$ cat src/rtl/sdec_pkg.sv
`timescale 1ns/1ps
package sdec_pkg;
  localparam int NARROW_W    = 32;
  localparam int DATA_W      = 64;
  localparam int SMALL_LIMIT = 3;

  typedef enum logic {
    DLV_EDGE  = 1'b0,
    DLV_LEVEL = 1'b1
  } dlv_mode_e;
endpackage

$ cat src/rtl/sdec_fmt.sv
`timescale 1ns/1ps
// Cuts a raw value to the active width and sign-extends it back to WIDE_W.
module sdec_fmt #(
  parameter int WIDE_W = 56
) (
  input  logic              wide_i,
  input  logic [WIDE_W-1:0] raw_i,
  output logic [WIDE_W-1:0] norm_o,
  output logic              sign_o
);
  import sdec_pkg::*;
  localparam int PAD_W = WIDE_W - NARROW_W;

  always_comb begin
    if (wide_i) begin
      norm_o = raw_i;
      sign_o = raw_i[WIDE_W-1];
    end else begin
      norm_o = {{PAD_W{raw_i[NARROW_W-1]}}, raw_i[NARROW_W-1:0]};
      sign_o = raw_i[NARROW_W-1];
    end
  end
endmodule

$ cat src/rtl/sdec_counter.sv
`timescale 1ns/1ps
module sdec_counter #(
  parameter int WIDE_W = 56
) (
  input  logic              clk_i,
  input  logic              rst_ni,
  input  logic              wr_en_i,
  input  logic [WIDE_W-1:0] wr_val_i,
  input  logic              tick_i,
  input  logic [WIDE_W-1:0] dec_val_i,
  output logic [WIDE_W-1:0] count_o
);
  logic [WIDE_W-1:0] count_d, count_q;
  logic              count_en;

  // A write beats a tick in the same cycle.
  always_comb begin
    count_d = count_q;
    if (wr_en_i) begin
      count_d = wr_val_i;
    end else if (tick_i) begin
      count_d = dec_val_i;
    end
  end

  assign count_en = wr_en_i | tick_i;

  // Reset value: 0xFFFFFFFF sign-extended from bit 31, i.e. all ones.
  always_ff @(posedge clk_i or negedge rst_ni) begin
    if (!rst_ni) begin
      count_q <= '1;
    end else if (count_en) begin
      count_q <= count_d;
    end
  end

  assign count_o = count_q;
endmodule

$ cat src/rtl/sdec_irq.sv
`timescale 1ns/1ps
module sdec_irq (
  input  logic clk_i,
  input  logic rst_ni,
  input  logic level_mode_i,
  input  logic wr_en_i,
  input  logic wr_small_i,
  input  logic wr_neg_i,
  input  logic old_sign_i,
  input  logic tick_uf_i,
  input  logic clr_i,
  output logic irq_o
);
  import sdec_pkg::*;

  dlv_mode_e dlv;
  logic      wr_raise, wr_lower, irq_d, irq_q;

  assign dlv = dlv_mode_e'(level_mode_i);

  always_comb begin
    wr_raise = 1'b0;
    wr_lower = 1'b0;
    if (wr_en_i) begin
      if (wr_small_i) begin
        wr_raise = 1'b1;
      end else if (wr_neg_i) begin
        wr_raise = (dlv == DLV_LEVEL) | ~old_sign_i;
      end else begin
        wr_lower = (dlv == DLV_LEVEL);
      end
    end
  end

  always_comb begin
    irq_d = irq_q;
    if (clr_i | wr_lower) begin
      irq_d = 1'b0;
    end
    if (wr_raise | tick_uf_i) begin
      irq_d = 1'b1;
    end
  end

  always_ff @(posedge clk_i or negedge rst_ni) begin
    if (!rst_ni) begin
      irq_q <= 1'b0;
    end else begin
      irq_q <= irq_d;
    end
  end

  assign irq_o = irq_q;
endmodule

$ cat src/rtl/sdec_timer.sv
`timescale 1ns/1ps
// WIDE_W must lie in 33..64.
module sdec_timer #(
  parameter int WIDE_W     = 56,
  parameter bit FIXED_WIDE = 1'b0
) (
  input  logic        clk_i,
  input  logic        rst_ni,
  input  logic        tick_i,
  input  logic        wr_en_i,
  input  logic [63:0] wr_data_i,
  input  logic        wide_mode_i,
  input  logic        level_mode_i,
  input  logic        irq_clr_i,
  output logic [63:0] rd_data_o,
  output logic        irq_o
);
  import sdec_pkg::*;
  localparam int EXT_W = DATA_W - WIDE_W;

  logic [1:0]        rst_pipe;
  logic              rst_n_q;
  logic              eff_wide;
  logic [WIDE_W-1:0] count, wr_norm, dec_raw, dec_norm;
  logic              wr_neg, wr_small, dec_sign, old_sign, tick_uf;
  logic [63:0]       wide_rd;

  // Asynchronous assert, synchronous release.
  always_ff @(posedge clk_i or negedge rst_ni) begin
    if (!rst_ni) begin
      rst_pipe <= '0;
    end else begin
      rst_pipe <= {rst_pipe[0], 1'b1};
    end
  end
  assign rst_n_q = rst_pipe[1];

  assign eff_wide = wide_mode_i | FIXED_WIDE;

  sdec_fmt #(.WIDE_W(WIDE_W)) u_wr_fmt (
    .wide_i (eff_wide),
    .raw_i  (wr_data_i[WIDE_W-1:0]),
    .norm_o (wr_norm),
    .sign_o (wr_neg)
  );

  assign dec_raw = count - WIDE_W'(1);

  sdec_fmt #(.WIDE_W(WIDE_W)) u_dec_fmt (
    .wide_i (eff_wide),
    .raw_i  (dec_raw),
    .norm_o (dec_norm),
    .sign_o (dec_sign)
  );

  assign old_sign = eff_wide ? count[WIDE_W-1] : count[NARROW_W-1];
  assign wr_small = (wr_norm < WIDE_W'(SMALL_LIMIT));
  assign tick_uf  = tick_i & ~wr_en_i & ~old_sign & dec_sign;

  sdec_counter #(.WIDE_W(WIDE_W)) u_counter (
    .clk_i     (clk_i),
    .rst_ni    (rst_n_q),
    .wr_en_i   (wr_en_i),
    .wr_val_i  (wr_norm),
    .tick_i    (tick_i),
    .dec_val_i (dec_norm),
    .count_o   (count)
  );

  sdec_irq u_irq (
    .clk_i        (clk_i),
    .rst_ni       (rst_n_q),
    .level_mode_i (level_mode_i),
    .wr_en_i      (wr_en_i),
    .wr_small_i   (wr_small),
    .wr_neg_i     (wr_neg),
    .old_sign_i   (old_sign),
    .tick_uf_i    (tick_uf),
    .clr_i        (irq_clr_i),
    .irq_o        (irq_o)
  );

  generate
    if (WIDE_W < DATA_W) begin : g_ext
      logic unused_hi;
      assign unused_hi = ^wr_data_i[DATA_W-1:WIDE_W];
      assign wide_rd   = {{EXT_W{count[WIDE_W-1]}}, count};
    end else begin : g_full
      assign wide_rd = count;
    end
  endgenerate

  assign rd_data_o = eff_wide ? wide_rd : {{(DATA_W-NARROW_W){1'b0}}, count[NARROW_W-1:0]};
endmodule

$ cat config.mk
export PLATFORM = sky130hd
export DESIGN_NAME = sdec_timer
export DESIGN_NICKNAME = d
export VERILOG_FILES = /design/src/rtl/sdec_pkg.sv /design/src/rtl/sdec_fmt.sv /design/src/rtl/sdec_counter.sv /design/src/rtl/sdec_irq.sv /design/src/rtl/sdec_timer.sv
export SDC_FILE = /design/constraint.sdc
export NUM_CORES = 1
export LEC_CHECK = 0
export BUFFER_PORTS_ARGS = -buffer_cell sky130_fd_sc_hd__buf_4
export CELL_PAD_IN_SITES_DETAIL_PLACEMENT = 0
export CELL_PAD_IN_SITES_GLOBAL_PLACEMENT = 1
export CORE_ASPECT_RATIO = 2
export CORE_MARGIN = 4
export CORE_UTILIZATION = 39
export CTS_CLUSTER_DIAMETER = 60
export DETAILED_ROUTE_END_ITERATION = 8
export PLACE_DENSITY = 0.87
export RECOVER_POWER = 25
export SLEW_MARGIN = 30
export SYNTH_ARGS = -nofsm -noshare
export SYNTH_HDL_FRONTEND = slang
export SYNTH_SLANG_ARGS = --single-unit
$ cat constraint.sdc
create_clock -name clk_i -period 2.05 [get_ports clk_i]
set_input_delay 0.41 -clock clk_i [delete_from_list [all_inputs] [get_ports clk_i]]
set_output_delay 0.41 -clock clk_i [all_outputs]
set_load 0.05 [all_outputs]
==> Yosys cells after proc, flatten, opt, wreduce, memory -nomap -nowiden <==
Index checks and enable logic that the tools add are counted.
{ "totals": {"ff_bits": 59, "input_bits": 71, "output_inout_bits": 65, "wordCells": 33} }
{ "op_classes": {"add_sub_neg": 1, "order_cmp": 1, "mux": 16, "bitwise": 9, "reduce_logical": 3} }
{ "ops": {"columns": ["cell", "n"], "rows": [
  ["2-to-1 mux 56 bit", 4],
  ["2-to-1 mux 64 bit", 1],
  ["less-than comparator 56 x 2 -> 1 bit (second input constant)", 1],
  ["subtractor 56 x 1 -> 56 bit (second input constant)", 1],
  ["2-to-1 mux 1 bit", 11],
  ["bitwise OR 1 bit", 4],
  ["nonzero test 2 bit", 2],
  ["AND 1 bit", 3],
  ["NOT 1 bit", 2],
  ["AND reduction 2 bit", 1]
]} }

==> Longest topological paths before layout <==
{ "logic_depth": {"word_depth": 8, "mapped_depth": 9, "depth_no_buf": 8} }

==> By module <==
From an unflattened synthesis, not the netlist that was laid out.
{ "unflattened": {"cells_unflattened": 609, "area_unflattened_um2": 5709.2} }
{ "modules_own_cells": {"columns": ["mod", "instances", "cells_per_inst", "area_each_um2", "seq_area_each_um2"], "rows": [
  ["sdec_counter", 1, 242, 2677.6, 1471.4],
  ["sdec_timer", 1, 237, 1661.6, 50.0],
  ["sdec_fmt", 2, 62, 654.4, 0.0],
  ["sdec_irq", 1, 6, 61.3, 25.0]
]} }

==> Worst setup path after synthesis <==
Ideal clock, no wire load.
{ "synth_path": {"path_type": "reg2reg", "startpoint": "reg u_counter.count_q[3], in the netlist u_counter.count_o[3]", "endpoint": "reg u_counter.count_q[43], in the netlist u_counter.count_o[43]", "setup_time_ns": 0.076, "arrival_ns": 2.158, "required_time_ns": 1.974, "path_slack_ns": -0.184, "stages_incl_launch_ff": 9, "n_path_buf": 2, "path_cell_list": "dfstp_2 > or4_4 > nor4_4 > nand3_2 > xor2_1 > or3_1 > buf_2 > buf_6 > o211ai_2"} }
{ "synth_via": {"elab_chain_cells": 4} }
{ "synth_rtl": {"columns": ["element", "line_no", "source"], "rows": [
  ["start, declared", "sdec_counter.sv:13", "logic [WIDE_W-1:0] count_d, count_q;"],
  ["start signal, assigned", "sdec_counter.sv:33", "count_q <= count_d;"],
  ["subtractor 56 x 1 -> 56 bit", "sdec_timer.sv:47", "assign dec_raw = count - WIDE_W'(1);"],
  ["2-to-1 mux 56 bit", "sdec_fmt.sv:15", "if (wide_i) begin"],
  ["2-to-1 mux 56 bit", "sdec_counter.sv:21", "end else if (tick_i) begin"],
  ["2-to-1 mux 56 bit", "sdec_counter.sv:19", "if (wr_en_i) begin"]
]} }
Every way passes these cells. The select of a mux whose other input is x is not followed.
A chain may end at the register's enable or synchronous reset.

==> Final worst setup path <==
{ "layout_path": {"startpoint": "reg u_counter.count_q[21], in the netlist u_counter.count_o[21]", "endpoint": "reg u_counter.count_q[41], in the netlist u_counter.count_o[41]"} }
The elaborated chain is that of the path after synthesis.

==> results.yml <==
run_status:
  status: "finished with violations"
  violations: "negative setup slack"
logic_synthesis:
  syn_inst: 523
  synthesis.nets: 595
  synth_edf_count: 0
  synth_most_common_cell: "dfstp_2"
  synth_ff_type: "dfstp_2"
  synth-seq-area-share_pct: 34.1
  syn_area_per_cell_um2: 8.68
  synth_top_cell_by_area: "dfstp_2"
  netlist_top_cells_area: "dfstp_2 (32%), buf_4 (6.6%), xnor2_1 (6.0%)"
  syn_area_mm2: 0.00454
  synthArstFlopShare_pct: 100
  yosys-top-cells-count: "dfstp_2 (56), nand2_1 (49), buf_4 (40)"
  ys_types: 52
  synth_top_area_share_pct: 32.4
  synth_seq_cells: 59
  ys_warn_count: 0
power:
  leakagePower_nw: 2.77
  ir_drop_mv: 0.439
  p_per_area_mw_per_mm2: 708
sta:
  max_freq_ghz: 0.442
  fin_worst_skew_ns: 0.00641
  hold_viol: 0
  setup_viol: 26
  rsz0062_at_grt: "yes"
  tightest_slew_ns: 1.20
  slew_viol_final: 0
  slew_headroom_pct: 20.0
  holdWs_ns: 0.304
  fin_ws_ns: -0.212
  tns_ns: -3.43
  min_period_ns: 2.26
  fin_crit_sh_pct: 110
critical_path:
  critical_path.cell_chain: "or4_4, nor4_4, nand3_2, buf_4, or3_4, xor2_2, o211ai_2"
  endpoint_kind: "register"
  required_ns: 2.31
  r2r_slack_ns: -0.21
  rr_startpoint: "u_counter.count_o[21]"
  crit_start: "u_counter.count_o[21]"
  critPathCapture: "u_counter.count_o[41]"
  worst-r2r-cell-count: 7
  crit_cells: 7
  startpoint_type: "register"
  arrival_ns: 2.52
  cp.buffers_inverters: 1
  cp_slowest_cell: "or4_4"
  critPathMaxStageDelay_ns: 0.56
  worstSetupPathType: "register to register"
  r2r-end: "u_counter.count_o[41]"
  crit_family: "simple AND/OR/NAND/NOR gates"
  worstPathMaxFanout: 6
grt:
  grt_pass1_vias: 4793
  grt_max_degree: 117
  grt.overflow.total: 0
  grtUsageTotal_pct: 22.2
  antenna_found_initial: 0
  grt_pass1_wl_um: 23900
route:
  detail-route-antenna-nets: 0
  drt-pass1-iter-count: 6
  drc: 0
  routed_wl_um: 15000
  viasPerCell: 5.42
  routed.top_layer: "met4"
  wire_per_inst_um: 18.1
  route.met3.wl_um: 640
  vias: 4500
  drt-initial-drc-count: 170
  wl_met1_um: 5050
  wl_met2_um: 8810
clocking:
  cts-root-buf: "clkbuf_16"
  clock_path_buffers: 2
  clkSinkCount: 59
  clk_pin_slew_worst_paths_ns: 0.05
  cts_buffers: 9
  cts_tree: "done"
  clock_latency_ns: 0.33
  htreeDepth: 3
floorplan:
  die_x_um: 84.3
  dieArea_mm2: 0.0135
  start_util_pct: 40.0
  ios: 136
  rows: 55
  core_mm2: 0.0114
  die_h_um: 161
hold_path:
  whs_path_depth: 3
  hold_path_class: "primary input to register"
flow_run:
  max_cap_viol_count: 0
place:
  hpwl_um: 11400
  io_buffers: 127
  gp_congestion: 0.872
  dp_worst_setup_slack_ns: -0.219
  place_area_mm2: 0.00604
  placed_cells: 813
layout:
  antenna_cells: 0
  area_growth_pct: 45.2
  layout-drive-gt1-share_pct: 51.2
  final_nets: 757
  fillCellCount: 1036
  fin_cells: 831
  stdcell_area_mm2: 0.00659
state kept, by name, summed over array words and instances (netlist names):
name               cells
u_counter.count_o     56
rst_pipe               2
u_irq.irq_o            1
per-stage QoR:
step | util, % | power, mW
detailed placement | 53.2 | 3.12
floorplan | - | 2.56
global placement | 53.2 | 3.08
finish | 58.0 | 4.67
CTS | 57.1 | 4.67
global route | 58.0 | 4.87
cell type report:
type / count / area (um^2) / area share [%]
multi-input combinational: 386 / 2840 / 43.0
clock inverter: 2 / 35.0 / 0.532
tap: 142 / 178 / 2.70
sequential: 59 / 1550 / 23.5
inverter: 4 / 15.0 / 0.228
timing repair buffer: 225 / 1720 / 26.1
clock buffer: 13 / 260 / 3.95
how the worst min path moves through the flow:
stage	start	end	slack (ns)
2_1_floorplan	rst_ni	rst_pipe[0]	0.11
3_3_place_gp	rst_ni	rst_pipe[0]	0.19
3_5_place_dp	rst_ni	rst_pipe[0]	0.19
4_1_cts	wr_data_i[11]	u_counter.count_o[11]	0.29
5_1_grt	wr_data_i[6]	u_counter.count_o[6]	0.31
6_report	wr_data_i[11]	u_counter.count_o[11]	0.30
cell families after synthesis:
group                    share of synthesized area [%]
adder cells (fa/ha/maj)                          0.276
other                                           0.0826
AND/OR/NAND/NOR                                   28.2
multiplexers                                     0.248
flip-flops                                        34.1
buffers and inverters                             10.2
AO/OA/AOI/OAI                                     16.9
XOR/XNOR                                          10.0
worst min-delay path, cell delays in order:
cell	delay [ns]
buf_4	0.08
nand2_1	0.04
o21ai_0	0.06
layer usage:
metal	track usage (%)	up-vias
met1	21.7	2170
met5	0	-
met3	3.44	36
li1	-	2153
met4	10.8	0
met2	43.7	141
cell usage in the layout (no fill, tap or decap), types with 20 or more instances in the layout:
master / netlist / layout
and2_1: 24 / 24
dfstp_2: 56 / 55
buf_4: 40 / 218
xnor2_1: 31 / 30
o21ai_0: 37 / 25
nor3_1: 28 / 22
a21oi_1: 30 / 30
xor2_1: 21 / 20
nand2_1: 49 / 49
power by group:
| part | switching [mW] | internal (mW) | total [mW] | leakage, nW |
|---|---|---|---|---|
| Clock | 0.512 | 0.998 | 1.51 | 0.146 |
| Sequential | 0.156 | 1.38 | 1.54 | 0.623 |
| Combinational | 0.954 | 0.661 | 1.62 | 2.00 |
what timing repair did:
action	in CTS	in global routing
pin swaps	2	10
gates resized for setup	24	29
endpoints found under the setup margin	34	39
hold buffers	1	0
buffers inserted	1	1
hold endpoints to repair	2	0
Power figures use the tool's default switching activity.
